### src/rtl/edo_seq.sv
module edo_seq #(
  parameter int CLK_NS    = 10,
  parameter int T_RAS_NS  = 50,
  parameter int T_RP_NS   = 30,
  parameter int T_RC_NS   = 90,
  parameter int T_RCD_NS  = 20,
  parameter int T_RAH_NS  = 10,
  parameter int T_CAC_NS  = 13,
  parameter int T_AA_NS   = 25,
  parameter int T_CAS_NS  = 8,
  parameter int T_DH_NS   = 8,
  parameter int AW        = 23,
  parameter int DW        = 32
) (
  input  logic          clk,
  input  logic          rst_n,
  input  logic          host_req,
  input  logic          host_wr,
  input  logic [AW-1:0] host_addr,
  input  logic [DW-1:0] host_wdata,
  input  logic [3:0]    host_be,
  output logic          host_ack,
  output logic [DW-1:0] host_rdata,
  input  logic          refr_req,
  output logic          refr_gnt,
  output logic [1:0]    ras_n,
  output logic [3:0]    cas_n,
  output logic [11:0]   dram_a,
  output logic          we_n,
  output logic [DW-1:0] dq_out,
  output logic          dq_oe,
  input  logic [DW-1:0] dq_in
);
  localparam int HALF    = (AW - 1) / 2;
  localparam int RAS_C   = (T_RAS_NS + CLK_NS - 1) / CLK_NS;
  localparam int RP_C0   = (T_RP_NS  + CLK_NS - 1) / CLK_NS;
  localparam int RP_C    = (RP_C0 < 1) ? 1 : RP_C0;
  localparam int RC_C    = (T_RC_NS  + CLK_NS - 1) / CLK_NS;
  localparam int RAH_C0  = (T_RAH_NS + CLK_NS - 1) / CLK_NS;
  localparam int RAH_C   = (RAH_C0 < 1) ? 1 : RAH_C0;
  localparam int RCD_C0  = (T_RCD_NS + CLK_NS - 1) / CLK_NS;
  localparam int RCD_C   = (RCD_C0 < RAH_C) ? RAH_C : RCD_C0;
  localparam int CAC_C   = (T_CAC_NS + CLK_NS - 1) / CLK_NS;
  localparam int AA_C    = (T_AA_NS  + CLK_NS - 1) / CLK_NS;
  localparam int CAS_C   = (T_CAS_NS + CLK_NS - 1) / CLK_NS;
  localparam int DH_C    = (T_DH_NS  + CLK_NS - 1) / CLK_NS;
  localparam int CAP_A   = RCD_C + CAC_C;
  localparam int CAP_B   = RAH_C + AA_C;
  localparam int CAP_E   = (CAP_A > CAP_B) ? CAP_A : CAP_B;
  localparam int HOLD_C  = (CAS_C > DH_C) ? CAS_C : DH_C;
  localparam int END_A   = (RAS_C > CAP_E) ? RAS_C : CAP_E;
  localparam int END_B   = RCD_C + ((HOLD_C < 1) ? 1 : HOLD_C);
  localparam int END_E   = (END_A > END_B) ? END_A : END_B;
  localparam int PRE_C   = (RP_C > RC_C - END_E) ? RP_C : RC_C - END_E;
  localparam int CW      = $clog2(END_E + 1) + 1;
  localparam int PW      = $clog2(PRE_C + 1) + 1;

  typedef enum logic [1:0] {S_IDLE, S_ACT, S_REF} st_t;

  st_t           st;
  logic [CW-1:0] cnt;
  logic [CW-1:0] cnt_nx;
  logic [PW-1:0] pcnt;
  logic [HALF-1:0] col_q;
  logic [3:0]    lanes_q;
  logic          wr_q;

  assign cnt_nx = cnt + 1'b1;

  always_ff @(posedge clk or negedge rst_n) begin
    if (!rst_n) begin
      st         <= S_IDLE;
      cnt        <= '0;
      pcnt       <= '0;
      col_q      <= '0;
      lanes_q    <= 4'hF;
      wr_q       <= 1'b0;
      ras_n      <= 2'b11;
      cas_n      <= 4'hF;
      dram_a     <= '0;
      we_n       <= 1'b1;
      dq_oe      <= 1'b0;
      dq_out     <= '0;
      host_ack   <= 1'b0;
      host_rdata <= '0;
      refr_gnt   <= 1'b0;
    end else begin
      host_ack <= 1'b0;
      case (st)
        S_IDLE: begin
          if (pcnt != '0) begin
            pcnt <= pcnt - 1'b1;
          end else if (refr_req) begin
            st       <= S_REF;
            refr_gnt <= 1'b1;
          end else if (host_req) begin
            st      <= S_ACT;
            cnt     <= '0;
            ras_n   <= host_addr[AW-1] ? 2'b01 : 2'b10;
            dram_a  <= {1'b0, host_addr[2*HALF-1:HALF]};
            col_q   <= host_addr[HALF-1:0];
            wr_q    <= host_wr;
            lanes_q <= host_wr ? host_be : 4'hF;
            we_n    <= ~host_wr;
            dq_oe   <= host_wr;
            dq_out  <= host_wdata;
          end
        end
        S_ACT: begin
          cnt <= cnt_nx;
          if (cnt_nx == CW'(RAH_C)) dram_a <= {1'b0, col_q};
          if (cnt_nx == CW'(RCD_C)) cas_n <= ~lanes_q;
          if (cnt_nx == CW'(CAP_E) && !wr_q) host_rdata <= dq_in;
          if (cnt_nx == CW'(END_E)) begin
            ras_n    <= 2'b11;
            cas_n    <= 4'hF;
            we_n     <= 1'b1;
            dq_oe    <= 1'b0;
            host_ack <= 1'b1;
            st       <= S_IDLE;
            pcnt     <= PW'(PRE_C - 1);
          end
        end
        S_REF: begin
          if (!refr_req) begin
            refr_gnt <= 1'b0;
            st       <= S_IDLE;
            pcnt     <= PW'(RP_C - 1);
          end
        end
        default: st <= S_IDLE;
      endcase
    end
  end
endmodule

### config.mk
export PLATFORM = sky130hd
export DESIGN_NAME = edo_seq
export DESIGN_NICKNAME = d
export VERILOG_FILES = /design/src/rtl/edo_seq.sv
export SDC_FILE = /design/constraint.sdc
export NUM_CORES = 1
export LEC_CHECK = 0
export BUFFER_PORTS_ARGS = -buffer_cell sky130_fd_sc_hd__buf_2
export CORE_MARGIN = 4
export CORE_UTILIZATION = 53
export DETAILED_ROUTE_END_ITERATION = 10
export PLACE_DENSITY = 0.85
export SKIP_LAST_GASP = 1
export SLEW_MARGIN = 0
export SYNTH_ARGS = -nofsm -noshare
export SYNTH_HDL_FRONTEND = slang
export SYNTH_SLANG_ARGS = --single-unit
### constraint.sdc
create_clock -name clk -period 4.1 [get_ports clk]
set_input_delay 0.615 -clock clk [delete_from_list [all_inputs] [get_ports clk]]
set_output_delay 0.615 -clock clk [all_outputs]
set_load 0.02 [all_outputs]
=== After elaboration in Yosys (flattened, before gate mapping) ===
Cells that the tools add are included.

* Flip-flop bits (word level): 112
* Output and inout bits: 86
* Logic and storage cells: 97
* Bits of input ports: 96

* Bitwise gates (word level): 4
* Equality and inequality tests: 15
* Muxes and demuxes: 44
* Add/subtract/negate cells: 2
* Reduce and logical (&&, ||, !) cells: 17

{| class="wikitable"
|+ Operators by type and width
! operator !! number
|-
| 12-bit 2-to-1 mux || 4
|-
| 4-bit 2-to-1 mux || 9
|-
| 12-bit case mux with 2 select lines || 1
|-
| 2-bit 2-to-1 mux || 10
|-
| 4-bit AND reduction || 5
|-
| 2-bit != test, second input constant || 8
|-
| 1-bit 2-to-1 mux || 13
|-
| 4-bit case mux with 3 select lines || 1
|-
| 5-bit AND reduction || 2
|-
| 4-bit by 3-bit == test with 1-bit output, second input constant || 2
|-
| 4-bit case mux with 2 select lines || 1
|-
| 1-bit case mux with 2 select lines || 3
|-
| 2-bit case mux with 3 select lines || 1
|-
| 2-bit nonzero test || 3
|-
| 4-bit by 1-bit adder with 4-bit output, second input constant || 1
|-
| 4-bit by 1-bit == test with 1-bit output, second input constant || 1
|-
| 4-bit by 2-bit == test with 1-bit output, second input constant || 1
|-
| 4-bit inverter || 1
|-
| 2-bit case mux with 2 select lines || 1
|-
| 2-bit AND reduction || 2
|-
| 4-bit nonzero test || 1
|-
| 4-bit by 1-bit subtractor with 4-bit output, second input constant || 1
|-
| 3-bit != test, second input constant || 1
|-
| 1-bit inverter || 3
|-
| 6 further kinds || 6
|}

=== Logic depth before layout (Yosys ltp) ===
* Depth in word-level cells: 5
* Gate-level depth with buffers: 8
* Depth with buffers taken out: 7

=== Least setup slack after synthesis ===
OpenSTA, ideal clock, no wires.

* Path kind: reg2reg
* Start point: register cnt[0]
* End point: register host_rdata[10]
* Data arrival time: 1.959 ns
* Path slack: 2.016 ns
* Period minus slack after synthesis: 2.084 ns
* Cell stages (with the launch flop): 8
* Buffers on the path: 1
* Cell sequence: dfrtp_1 ha_1 nand2b_1 o21ai_2 a21oi_2 nor3_4 buf_6 mux2_2

* Word-level cells in the longest chain between the ends: 4

{| class="wikitable"
|+ RTL lines
! element !! RTL line !! source
|-
| start, declared || 61 || <nowiki>logic [CW-1:0] cnt;</nowiki>
|-
| start signal, assigned || 110 || <nowiki>cnt <= cnt_nx;</nowiki>
|-
| 4-bit by 1-bit adder with 4-bit output || 68 || <nowiki>assign cnt_nx = cnt + 1'b1;</nowiki>
|-
| 4-bit by 3-bit == test with 1-bit output || 113 || <nowiki>if (cnt_nx == CW'(CAP_E) && !wr_q) host_rdata <= dq_in;</nowiki>
|-
| 1-bit logical AND || 113 ||
|-
| 2-bit AND reduction (no line) || n/a ||
|-
| end signal, assigned || 113 ||
|-
| end, declared || 23 || <nowiki>output logic [DW-1:0] host_rdata,</nowiki>
|}

Every way passes these cells.
A chain may end at the register's enable or synchronous reset.

=== Final worst setup path ===
* Start point: register st[1]
* End point: register dram_a[9]

* Word-level cells in the longest chain between the ends: 3
* Elaborated cells between the ends (all ways): 9

{| class="wikitable"
|+ RTL lines
! element !! RTL line !! source
|-
| start, declared || 60 || <nowiki>st_t st;</nowiki>
|-
| start signal, assigned || 72 || <nowiki>st <= S_IDLE;</nowiki>
|-
| start signal, assigned || 94 || <nowiki>st <= S_REF;</nowiki>
|-
| start signal, assigned || 97 || <nowiki>st <= S_ACT;</nowiki>
|-
| 2-bit by 1-bit == test with 1-bit output / 2-bit zero test (equally long branches) || 89 || <nowiki>case (st)</nowiki>
|-
| 2-bit != test (no line) / 2-bit nonzero test (equally long branches) || n/a ||
|-
| 5-bit AND reduction (no line) || n/a ||
|-
| end signal, assigned || 100 || <nowiki>dram_a <= {1'b0, host_addr[2*HALF-1:HALF]};</nowiki>
|-
| end signal, assigned || 111 || <nowiki>if (cnt_nx == CW'(RAH_C)) dram_a <= {1'b0, col_q};</nowiki>
|-
| end, declared || 28 || <nowiki>output logic [11:0] dram_a,</nowiki>
|}

Parallel ways exist; a longest one is shown, timed or not.

==> impl_metrics.env <==
export IMPL_status="complete, no violations"
export IMPL_multi_input_area_um2=1830
export IMPL_vias=3378
export IMPL_insertion_delay_ns=0.37
export IMPL_clk_pin_slew_ns=0.11
export IMPL_finalHoldViolCount=0
export IMPL_rows=34
export IMPL_initial_core_util_pct=54.5
export IMPL_ant_nets=0
export IMPL_setup_viol=0
export IMPL_postCtsSetupBuffers=0
export IMPL_mappedNetlistNets=452
export IMPL_grt_overflow=0
export IMPL_ir_drop_v=0.000392
export IMPL_max_stage_delay_ns=0.75
export IMPL_ys_types=48
export IMPL_regArea_um2=2790
export IMPL_die_area_um2=10600
export IMPL_area_growth_pct=24.5
export IMPL_fin_setup_tns_ns=0
export IMPL_worstSetupPathType="reg2reg"
export IMPL_ys_flop_type="dfrtp_1"
export IMPL_cts_inserted_buffers=9
export IMPL_core_area_um2=8760
export IMPL_io_buffers=180
export IMPL_period_minus_slack_ns=3.11
export IMPL_ctsHoldBuffers=0
export IMPL_gp_congestion=0.848
export IMPL_critPathTopFamily="adder cells"
export IMPL_crit_arrival_ns=3.36
export IMPL_cts_tree="built"
export IMPL_grt_total_usage_pct=20.8
export IMPL_path_cells="inv_1 -> ha_1 -> a21boi_1 -> a21oi_2 -> nor2_1 -> mux2_2"
export IMPL_antennaDiodeCount=0
export IMPL_end_kind="flip-flop"
export IMPL_crit_buf_inv=1
export IMPL_drive_gt1_share_pct=59.0
export IMPL_drv_slew=0
export IMPL_cts_root_buf="clkbuf_8"
export IMPL_cts_resized=0
export IMPL_pwr_density_cell_nw_per_um2=767
export IMPL_cts_sinks=111
export IMPL_worstSetupStartpointType="flip-flop"
export IMPL_grt_max_degree=77
export IMPL_yosys_warnings=0
export IMPL_synth_edff_count=0
export IMPL_die_h_um=103
export IMPL_cap_violations=0
export IMPL_hold_slack_ns=0.374
export IMPL_drtIter0Drc=120
export IMPL_antenna_found_initial=0
export IMPL_fin_crit_sh_pct=75.9
export IMPL_seq_area_frac_synth_pct=58.4
export IMPL_max_freq_mhz=322
export IMPL_layout_nets=633
export IMPL_relSlewSlack_pct=38.4
export IMPL_worstPathRequired_ns=4.35
export IMPL_min_path_type="in2async"
export IMPL_worst_pin_slew_ns=0.924
export IMPL_layout_commonest_cell="buf_2"
export IMPL_dp_hpwl_mm=8.03
export IMPL_routed_wl_mm=10.7
export IMPL_io_pins=182
export IMPL_grt_pass1_wl_mm=17.0
export IMPL_num_fill_cells=654
export IMPL_syn_area_per_cell_um2=13.7
export IMPL_finClkSkew_ns=0.0156
export IMPL_synth_seq_cells=111
export IMPL_layout_common_cells="buf_2, dfrtp_1, mux2_2"
export IMPL_crit_path_max_fanout=23
export IMPL_via_per_inst=5.26
export IMPL_power_leakage_nw=3.10
export IMPL_dr_pass1_iters=4
export IMPL_die_w_um=103
export IMPL_h_tree_depth=3
export IMPL_syn_area_um2=4780
export IMPL_drt_wirelength_per_cell_um=16.7
export IMPL_grt_pass1_vias=3543
export IMPL_critPathSlowestCell="ha_1"
export IMPL_netlist_instances=348
export IMPL_cts_buffer_depth=2
export IMPL_rsz0062_at_grt="no"
export IMPL_drc_errors=0
export IMPL_synthArstFlopShare_pct=100
where the power goes:
group	leakage [nW]	switching (W)	internal, W
combinational	1.59	0.00115	0.000846
clock	0.106	0.000384	0.000295
sequential	1.41	0.000268	0.00162
total	3.10	0.00180	0.00276
kinds of logic after synthesis:
family / synth area share (%)
simple gates: 5.89
buf+inv: 3.25
compound gates: 6.10
flops: 58.4
mux: 23.9
other cells: 0.0785
xor+xnor: 0.183
fa+ha+maj: 2.10
registers in the layout (all words and copies together), names as in the netlist, 2 cells and up:
| name | cells |
|---|---|
| cas_n | 4 |
| cnt | 4 |
| col_q | 11 |
| dq_out | 32 |
| dram_a | 11 |
| host_rdata | 32 |
| lanes_q | 4 |
| pcnt | 4 |
| ras_n | 2 |
| st | 2 |
per-stage QoR:
stage          cells  utilization, %  area (µm²)  setup WS [ns]  total power (W)
2_1_floorplan    348               -        4780           2.02          0.00323
3_3_place_gp     626            65.5        5740           1.17          0.00382
4_1_cts          642            67.9        5950           1.01          0.00461
5_1_grt          642            67.9        5950          0.761          0.00487
3_5_place_dp     626            65.5        5740           1.03          0.00392
6_report         642            67.9        5950          0.990          0.00456
path summary, 6_finish.rpt:
kind	start	to	slack [ns]	depth (start not counted)
hold / removal	rst_n	dq_out[23]	0.37	1
hold reg to reg	host_rdata[8]	host_rdata[8]	0.50	1
min in group clk	host_be[3]	lanes_q[3]	0.45	3
setup / recovery	st[1]	dram_a[9]	0.99	6
setup reg to reg	st[1]	dram_a[9]	0.99	6
max in group asynchronous	rst_n	cas_n[1]	2.68	2
Yosys cell counts (2+ instances only):
master | n | area (µm²)
a21o_1 | 2 | 15.0
a21oi_1 | 4 | 20.0
a21oi_2 | 2 | 17.5
a31oi_1 | 7 | 43.8
and2_1 | 2 | 12.5
and3_1 | 2 | 12.5
buf_2 | 4 | 20.0
buf_4 | 6 | 45.0
buf_6 | 3 | 33.8
dfrtp_1 | 100 | 2500
dfstp_2 | 11 | 289
ha_1 | 8 | 100
inv_1 | 14 | 52.6
mux2_1 | 2 | 22.5
mux2_2 | 96 | 1080
mux2i_1 | 4 | 40.0
nand2_1 | 8 | 30.0
nand2b_1 | 3 | 18.8
nand3_1 | 6 | 30.0
nor2_1 | 17 | 63.8
nor2b_1 | 2 | 12.5
nor3b_1 | 2 | 15.0
o21ai_0 | 15 | 75.1
o31ai_1 | 2 | 15.0
or2_2 | 2 | 12.5
or3_1 | 2 | 12.5
final cells by class:
class / count / share of cell area [%]
flip-flops and latches: 111 / 46.9
multi-input cells: 209 / 30.8
repair buffers: 183 / 15.6
well taps: 108 / 2.27
clock buffers: 10 / 2.15
clock inverters: 6 / 1.35
inverters: 15 / 0.947
routing by layer:
metal | global-route usage, % | vias up | wire length [µm]
met5 | 0 | - | 0
met4 | 5.38 | 0 | 113
met3 | 7.04 | 9 | 742
met2 | 38.4 | 105 | 5970
met1 | 22.8 | 1669 | 3880
li1 | - | 1595 | -
Power figures use the tool's default switching activity.
